$ cat src/rtl/sjg_pkg.sv
package sjg_pkg;
    localparam int unsigned DATA_W_DEF  = 32;
    localparam int unsigned DLY_W_DEF   = 5;
    localparam int unsigned DLY_LSB_DEF = 5;
    localparam int unsigned DIV_DEF     = 12;
    localparam logic [31:0] TAPS_DEF    = 32'hC000_0401; // bits 31,30,10,0
    localparam logic [31:0] SEED_DEF    = 32'hACE1_2B57;

    // A zero shift-register state would lock the source, so replace it by 1.
    function automatic logic [31:0] nonzero_seed(input logic [31:0] s);
        return (s == '0) ? 32'd1 : s;
    endfunction
endpackage

$ cat src/rtl/sjg_tick_div.sv
module sjg_tick_div #(
    parameter int unsigned DIV = sjg_pkg::DIV_DEF
) (
    input  logic clk,
    input  logic rst_n,
    input  logic div_en,
    output logic tick
);
    localparam int unsigned CNT_W = (DIV > 1) ? $clog2(DIV) : 1;
    localparam logic [CNT_W-1:0] LAST = CNT_W'(DIV - 1);

    typedef struct packed {
        logic [CNT_W-1:0] cnt;
    } div_state_t;

    div_state_t st_d, st_q;
    logic       wrap;

    always_comb begin
        st_d = st_q;
        wrap = (st_q.cnt == LAST);
        if (!div_en) begin
            st_d.cnt = '0;
        end else if (wrap) begin
            st_d.cnt = '0;
        end else begin
            st_d.cnt = st_q.cnt + 1'b1;
        end
    end

    always_ff @(posedge clk) begin
        if (!rst_n) begin
            st_q <= '0;
        end else begin
            st_q <= st_d;
        end
    end

    assign tick = div_en ? wrap : 1'b1;
endmodule

$ cat src/rtl/sjg_lfsr.sv
module sjg_lfsr #(
    parameter int unsigned W    = sjg_pkg::DATA_W_DEF,
    parameter logic [W-1:0] TAPS = sjg_pkg::TAPS_DEF,
    parameter logic [W-1:0] SEED = sjg_pkg::SEED_DEF
) (
    input  logic         clk,
    input  logic         rst_n,
    input  logic         adv,
    output logic [W-1:0] state
);
    localparam logic [W-1:0] SEED_NZ = (SEED == '0) ? W'(1) : SEED;

    typedef struct packed {
        logic [W-1:0] sr;
    } lfsr_state_t;

    lfsr_state_t st_d, st_q;
    logic        fb;

    always_comb begin
        st_d = st_q;
        fb   = ^(st_q.sr & TAPS);
        if (adv) begin
            st_d.sr = {fb, st_q.sr[W-1:1]};
        end
    end

    always_ff @(posedge clk) begin
        if (!rst_n) begin
            st_q.sr <= SEED_NZ;
        end else begin
            st_q <= st_d;
        end
    end

    assign state = st_q.sr;
endmodule

$ cat src/rtl/sjg_jump_timer.sv
module sjg_jump_timer #(
    parameter int unsigned DLY_W = sjg_pkg::DLY_W_DEF,
    parameter logic [DLY_W-1:0] INIT = '0
) (
    input  logic             clk,
    input  logic             rst_n,
    input  logic             adv,
    input  logic [DLY_W-1:0] reload_val,
    output logic             expired
);
    typedef struct packed {
        logic [DLY_W-1:0] remain;
    } tmr_state_t;

    tmr_state_t st_d, st_q;

    always_comb begin
        st_d    = st_q;
        expired = (st_q.remain == '0);
        if (adv) begin
            if (expired) begin
                st_d.remain = reload_val;
            end else begin
                st_d.remain = st_q.remain - 1'b1;
            end
        end
    end

    always_ff @(posedge clk) begin
        if (!rst_n) begin
            st_q.remain <= INIT;
        end else begin
            st_q <= st_d;
        end
    end
endmodule

$ cat src/rtl/seqjump_gen.sv
module seqjump_gen #(
    parameter int unsigned DATA_W  = sjg_pkg::DATA_W_DEF,
    parameter int unsigned DLY_W   = sjg_pkg::DLY_W_DEF,
    parameter int unsigned DLY_LSB = sjg_pkg::DLY_LSB_DEF,
    parameter int unsigned DIV     = sjg_pkg::DIV_DEF,
    parameter logic [DATA_W-1:0] TAPS = sjg_pkg::TAPS_DEF,
    parameter logic [DATA_W-1:0] SEED = sjg_pkg::SEED_DEF
) (
    input  logic              clk,
    input  logic              rst_n,
    input  logic              div_en,
    input  logic              run_en,
    output logic [DATA_W-1:0] data_o,
    output logic              jump_o
);
    localparam logic [DATA_W-1:0] SEED_NZ  = (SEED == '0) ? DATA_W'(1) : SEED;
    localparam logic [DLY_W-1:0]  DLY_INIT = SEED_NZ[DLY_LSB +: DLY_W];

    typedef struct packed {
        logic [DATA_W-1:0] word;
        logic              jump;
    } gen_state_t;

    gen_state_t        st_d, st_q;
    logic              tick;
    logic              active;
    logic              expired;
    logic              load;
    logic [DATA_W-1:0] rnd;

    sjg_tick_div #(.DIV(DIV)) u_div (
        .clk    (clk),
        .rst_n  (rst_n),
        .div_en (div_en),
        .tick   (tick)
    );

    assign active = tick & run_en;

    sjg_lfsr #(.W(DATA_W), .TAPS(TAPS), .SEED(SEED_NZ)) u_lfsr (
        .clk   (clk),
        .rst_n (rst_n),
        .adv   (active),
        .state (rnd)
    );

    sjg_jump_timer #(.DLY_W(DLY_W), .INIT(DLY_INIT)) u_tmr (
        .clk        (clk),
        .rst_n      (rst_n),
        .adv        (active),
        .reload_val (rnd[DLY_LSB +: DLY_W]),
        .expired    (expired)
    );

    assign load = active & expired;

    always_comb begin
        st_d      = st_q;
        st_d.jump = load;
        if (load) begin
            st_d.word = rnd;
        end else if (active) begin
            st_d.word = st_q.word + 1'b1;
        end
    end

    always_ff @(posedge clk) begin
        if (!rst_n) begin
            st_q <= '0;
        end else begin
            st_q <= st_d;
        end
    end

    assign data_o = st_q.word;
    assign jump_o = st_q.jump;
endmodule

$ cat config.mk
export PLATFORM = sky130hd
export DESIGN_NAME = seqjump_gen
export DESIGN_NICKNAME = d
export VERILOG_FILES = /design/src/rtl/sjg_pkg.sv /design/src/rtl/sjg_tick_div.sv /design/src/rtl/sjg_lfsr.sv /design/src/rtl/sjg_jump_timer.sv /design/src/rtl/seqjump_gen.sv
export SDC_FILE = /design/constraint.sdc
export NUM_CORES = 1
export LEC_CHECK = 0
export BUFFER_PORTS_ARGS = -buffer_cell sky130_fd_sc_hd__clkbuf_2
export CORE_MARGIN = 3
export CORE_UTILIZATION = 50
export DETAILED_ROUTE_END_ITERATION = 6
export PLACE_DENSITY = 0.76
export SLEW_MARGIN = 10
export SYNTH_ARGS = -nofsm -noshare
export SYNTH_HDL_FRONTEND = slang
export SYNTH_HIERARCHICAL = 1
export SYNTH_SLANG_ARGS = --single-unit
$ cat constraint.sdc
create_clock -name clk -period 7.3 [get_ports clk]
set_input_delay 0.365 -clock clk [delete_from_list [all_inputs] [get_ports clk]]
set_output_delay 0.365 -clock clk [all_outputs]
set_load 0.1 [all_outputs]
**Word-level counts from Yosys, hierarchy flattened**

Index checks and enable logic that the tools add are counted.

- Multiplexer cells: 4
- Add/subtract/negate cells: 3
- Bitwise logic cells: 4
- Reduce and logical (&&, ||, !) cells: 4
- Equality and inequality tests: 1

Operators with widths:

| kind | number |
|---|---|
| 2-to-1 mux 32 bit | 2 |
| adder 32 x 1 -> 32 bit, second input constant | 1 |
| XOR reduction 32 bit | 1 |
| zero test 5 bit | 1 |
| 2-to-1 mux 5 bit | 1 |
| subtractor 5 x 1 -> 5 bit, second input constant | 1 |
| adder 4 x 1 -> 4 bit, second input constant | 1 |
| equality test 4 bit, second input constant | 1 |
| OR reduction 3 bit | 1 |
| bitwise AND 1 bit | 2 |
| NOT 1 bit | 2 |
| nonzero test 2 bit | 1 |
| 2-to-1 mux 1 bit | 1 |

- Register bits after elaboration: 74
- Word-level logic and storage cells: 21
- Input bits: 4
- Output and inout bits: 33

**Depth between registers and ports, before layout**

- Depth in word-level cells: 5
- Depth in mapped cells: 13
- Depth with buffers taken out: 9

**Modules after synthesis**

Netlist, hierarchy kept.

Modules (own cells, without submodules):

| module | instances | area each (µm²) | cells an instance | seq. area each (µm²) |
|---|---|---|---|---|
| seqjump_gen | 1 | 2189.6 | 291 | 660.6 |
| sjg_lfsr | 1 | 1188.6 | 107 | 640.6 |
| sjg_jump_timer | 1 | 282.8 | 29 | 100.1 |
| sjg_tick_div | 1 | 167.7 | 16 | 80.1 |

**Least setup slack after synthesis**

No wires, ideal clock.

- Kind: register to register
- Start: register st_q (netlist bit data_o[0])
- End: register st_q (netlist bit data_o[26])
- Setup time: 0.131 ns
- Arrival time: 2.654 ns
- Path buffers: 0
- Stages on the path, launching flop included: 7
- Clock period less this slack: 2.785 ns
- Setup slack: 4.515 ns
- Required time: 7.169 ns
- Path through: dfxtp_1 ha_1 nand3_4 or4_4 o41ai_1 o31a_1 o22ai_1

- Cells in the longest elaborated chain, start to end: 3

Ends and longest elaborated chain:

| item | line | text |
|---|---|---|
| start: declaration | seqjump_gen.sv:24 | `gen_state_t st_d, st_q;` |
| start signal: assignment | seqjump_gen.sv:71 | `st_q <= st_d;` |
| adder 32 x 1 -> 32 bit | seqjump_gen.sv:63 | `st_d.word = st_q.word + 1'b1;` |
| 2-to-1 mux 32 bit | seqjump_gen.sv:62 | `end else if (active) begin` |
| 2-to-1 mux 32 bit | seqjump_gen.sv:60 | `if (load) begin` |

Every way passes these cells. The select of a mux whose other input is x is not followed.
A chain may end at the register's enable or synchronous reset.

**Worst setup path in the final report**

- Start: register u_div/st_q[0] in the netlist's numbering
- End: register st_q (netlist bit data_o[30])

- Cells in the longest elaborated chain, start to end: 5
- Elaborated cells on any way between the ends: 6
- Classes of those cells: 1 x eq/ne; 2 x mux; 2 x bitwise; 1 x reduce/logical

Ends and longest elaborated chain:

| item | line | text |
|---|---|---|
| start: declaration | sjg_tick_div.sv:16 | `div_state_t st_d, st_q;` |
| start signal: assignment | sjg_tick_div.sv:35 | `st_q <= st_d;` |
| equality test 4 bit (*) | sjg_tick_div.sv:21 | `wrap = (st_q.cnt == LAST);` |
| 2-to-1 mux 1 bit (*) | sjg_tick_div.sv:39 | `assign tick = div_en ? wrap : 1'b1;` |
| via tick | seqjump_gen.sv:25 | `logic tick;` |
| bitwise AND 1 bit (*) | seqjump_gen.sv:38 | `assign active = tick & run_en;` |
| bitwise AND 1 bit | seqjump_gen.sv:55 | `assign load = active & expired;` |
| 2-to-1 mux 32 bit or nonzero test 2 bit (tied branches) | - |  |

The timed path passes the listed nets; every way through them passes the cells marked *.

==> summary.md <==
| Metric | Value |
|---|---|
| Status | complete, no violations |
| Final Setup Violations | 0 |
| Final period util | about two fifths |
| Setup WS post-layout | 4.358 ns |
| Routed Antenna Nets | 0 |
| Die area | 0.008743 mm2 |
| Post-route core utilization | about three fifths |
| Clock network fraction of design power | around 48% |
| H-tree lvl count | 3 |
| Main flop type after synthesis | dfxtp_1 |
| Uppermost routed layer | met4 |
| ANT cells | 0 |
| Hold wc startpoint | div_en |
| Buffers plus inverters on the worst setup path | 3 |
| Post-synthesis mux area share | roughly a tenth |
| Routability Congestion | 0.8944 |
| Net switching power | 200.1 uW |
| Mapped cell area | between 0.003 and 0.004 mm2 |
| Top cell type by total area after synthesis | dfxtp_1 |
| CTS resizes | 0 |
| RSZ-0062 raised after global routing | no |
| Crit end category | register |
| Combinational share of power | under 10% |
| Hold Path End | u_div/st_q[1]$_SDFF_PP0_ |
| Vias in the first global route | 2,958 |
| Synth Area in Simple Gates | 26.08% |
| CTS Sinks | 74 |
| Die Ht | 93.51 um |
| Post-Route Skew | ~0.012 ns |
| Sequential area share after synthesis | roughly two fifths |
| Area Growth Syn to Fin | 12.58% |
| Netlist cell types | 58 |
| Area of placed instances | approximately 0.0040 mm2 |
| Cell Int Power | roughly 730 uW |
| DR vias | ~3,400 |
| I/O pin cnt | 37 |
| Max_slew headroom | 42.83% |
| Syn Inst Count | roughly 440 |
| R2R Path End | data_o[30]$_SDFFE_PN0P_ |
| Starting Density | between 50% and 60% |
| Cells on Worst Hold Path | 3 |
| Worst-path cell with the longest stage delay | buf_4 |
| Switch share | between 20% and 30% |
| Avg WL per Cell | between 15 and 20 um |
| Critical path type | reg2reg |
| Startpoint types | register |
| Largest net degree at the start of global routing | 73 |
| Fin. Hold Viols | 0 |
| CTS tree | done |
| CP max stage delay | 0.58 ns |
| Share of cells above drive strength 1 | 15.29% |
| Register bit count reported by yosys | 74 |
| Row cnt | 31 |
| Met2 wire length | about 4200 um |
| R2R setup slack | around 4.4 ns |
| Vias per inst | roughly 6.0 |
| Post-synthesis compound-gate area fraction | roughly 17% |
| Worst vdd ir | between 0.0001 and 0.00015 V |
| # DRC | 0 |
| Class of the worst hold path | in2reg |
| Final wirelength | between 9000 and 10,000 um |
| Period minus WS final | a little under 3 ns |
| M1 wire length | around 4200 um |
| Post-synth EDFFs | 0 |
| Slew @ Worst Pin | 0.8522 ns |
| First-pass GRT wire length | 14,970 um |
| Core area | between 0.007 and 0.008 mm2 |
| Met3 routed WL | 638 um |
| Adder-cell share of the synthesized area | 0.9804% |
| DPL Wire Length | 5979 um |
| Lkg Pwr | about 1.7 nW |
| Iter 0 DRT Violations | 310 |
| # hold bufs at CTS | 0 |
| Longest Clk Path Bufs | 2 |
| R2R depth | 10 |
| Syn. warnings | 6 |
| Top-count cell post-synth | dfxtp_1 |
| Clk Latency, worst-skew pair | approximately 0.35 ns |
| Worst-path clk slew | around 0.070 ns |
| XOR/XNOR share of the synthesized area | ~1.3% |
| Post-Syn Nets | 450 |
| Worst EP arrival | between 3 and 4 ns |
| Max-slew violation count | 0 |
| Pre-CTS WS | about 4.4 ns |
| Die span in x | slightly above 90 um |
| Final Instance Area | 0.004310 mm2 |
| Largest family of logic cells by synthesized area | simple AND/OR/NAND/NOR gates |
| Synth cell count leaders | dfxtp_1 (74), nand2_1 (45), mux2i_1 (39), nor2_1 (32), a21oi_1 (25) |
| Asr flop ratio synth | 0% |
| Max Fclk | around 340 MHz |
| Fin Hold WS | roughly 0.3 ns |
| Post-CTS Setup Repair Bufs | 0 |
| Gr ovfl total | 0 |
| Syn avg cell area | around 8.6 um2 |
| Fillers | roughly 650 |
| Cell Chain, Critical Path | ha_1, nand3b_4, nand2_1, nand2_1, buf_4, inv_2, buf_4, nand4_1, nor3_1, mux2i_1 |
| Layout Nets | 473 |
| Setup tns final | 0 ns |
| Power Density | roughly 220 mW/mm2 |
| CTS root buf | clkbuf_8 |
| Crit-path max FO | 46 |
| FF-to-FF Start | u_div/st_q[0]$_SDFF_PP0_ |
| Critical Path RT | roughly 7.6 ns |
| Critical path's top delay family | buffers and inverters |
| Number of port buffers | 36 |
| Ranking of synthesized cells by area | dfxtp_1 (39%), mux2i_1 (10%), nand2_1 (4.4%) |
| Synth top area share | about 39% |
| CTS Buf Count | 9 |
| TritonRoute pass-1 iters | 5 |
| Initial antenna violation count | 0 |
| Overall global routing resource usage | about 21% |
| Max-cap violation count | 0 |
| Seq pwr share | a little under half |
flip-flops by register name, summed over array words and instances (netlist names):
name and flops:
u_tmr/st_q 5, data_o 32, u_div/st_q 4, u_lfsr/state 32
jump_o 1
per-layer routing:
layer / global-route usage [%] / up-vias
li1: - / 1672
met1: 30.08 / 1577
met2: 33.06 / 144
met3: 3.781 / 11
met4: 7.448 / 0
met5: 0 / -
metrics by stage:
stage               std cells  total power [mW]
floorplan                 443            0.4812
global placement          554            0.4926
detailed placement        554            0.4948
CTS                       570            0.9405
global route              570            0.9684
finish                    570            0.9332
power groups by stage:
stage,registers (mW),clock network [mW],logic [mW]
global placement,0.437,0,0.0556
finish,0.429,0.447,0.0576
floorplan,0.439,0,0.0420
detailed placement,0.438,0,0.0571
global route,0.431,0.474,0.0637
CTS,0.428,0.455,0.0573
cell type report:
cell class / instances / area (um2) / area share [%]
Clock inverter: 7 / 165.2 / 3.832
Inverter: 12 / 45.04 / 1.045
Sequential cell: 74 / 1481 / 34.37
Tap cell: 99 / 123.9 / 2.874
Timing Repair Buffer: 41 / 217.7 / 5.051
Clock buffer: 9 / 123.9 / 2.874
Multi-Input combinational cell: 328 / 2153 / 49.96
cell usage in the layout (no fill, tap or decap), types with 4 or more instances in the layout:
cell type / synthesis / final
nor2_1: 32 / 32
o21ai_0: 12 / 12
o21ai_1: 4 / 4
nor3_1: 15 / 15
a21oi_1: 25 / 25
dfxtp_1: 74 / 74
nand4_1: 13 / 13
a22o_1: 6 / 6
nand3_1: 22 / 22
a32o_1: 4 / 4
bufinv_16: 0 / 5
clkbuf_2: 0 / 36
and3_1: 9 / 9
nor4_1: 5 / 5
mux2i_1: 39 / 39
o22ai_1: 9 / 9
nand2b_1: 4 / 4
nor2b_1: 17 / 17
o21a_1: 7 / 7
clkbuf_8: 0 / 9
nand2_1: 45 / 45
buf_4: 4 / 5
a31oi_1: 9 / 9
inv_1: 10 / 9
logic make-up after synthesis:
family / count (synthesis)
adder cells (fa/ha/maj): 3
flip-flops: 74
multiplexers: 40
XOR/XNOR: 4
AND/OR/NAND/NOR: 181
AO/OA/AOI/OAI: 100
buffers and inverters: 41
how the worst max path moves through the flow:
stage | slack, ns | from | endpoint | depth (start not counted)
global route | 4.11 | u_div/st_q[0]$_SDFF_PP0_ | data_o[30]$_SDFFE_PN0P_ | 10
CTS | 4.39 | u_div/st_q[0]$_SDFF_PP0_ | data_o[30]$_SDFFE_PN0P_ | 10
floorplan | 4.52 | data_o[0]$_SDFFE_PN0P_ | data_o[26]$_SDFFE_PN0P_ | 6
finish | 4.36 | u_div/st_q[0]$_SDFF_PP0_ | data_o[30]$_SDFFE_PN0P_ | 10
global placement | 4.51 | u_div/st_q[0]$_SDFF_PP0_ | data_o[30]$_SDFFE_PN0P_ | 11
detailed placement | 4.42 | u_div/st_q[0]$_SDFF_PP0_ | data_o[30]$_SDFFE_PN0P_ | 11
worst reg2reg max path, cell delays in order, from the launching register on:
cell      delay [ns]
dfxtp_1         0.36
ha_1            0.25
nand3b_4        0.09
nand2_1         0.07
nand2_1         0.05
buf_4           0.25
inv_2           0.48
buf_4           0.58
nand4_1         0.27
nor3_1          0.25
mux2i_1         0.22
(Power assumes the default switching activity.)
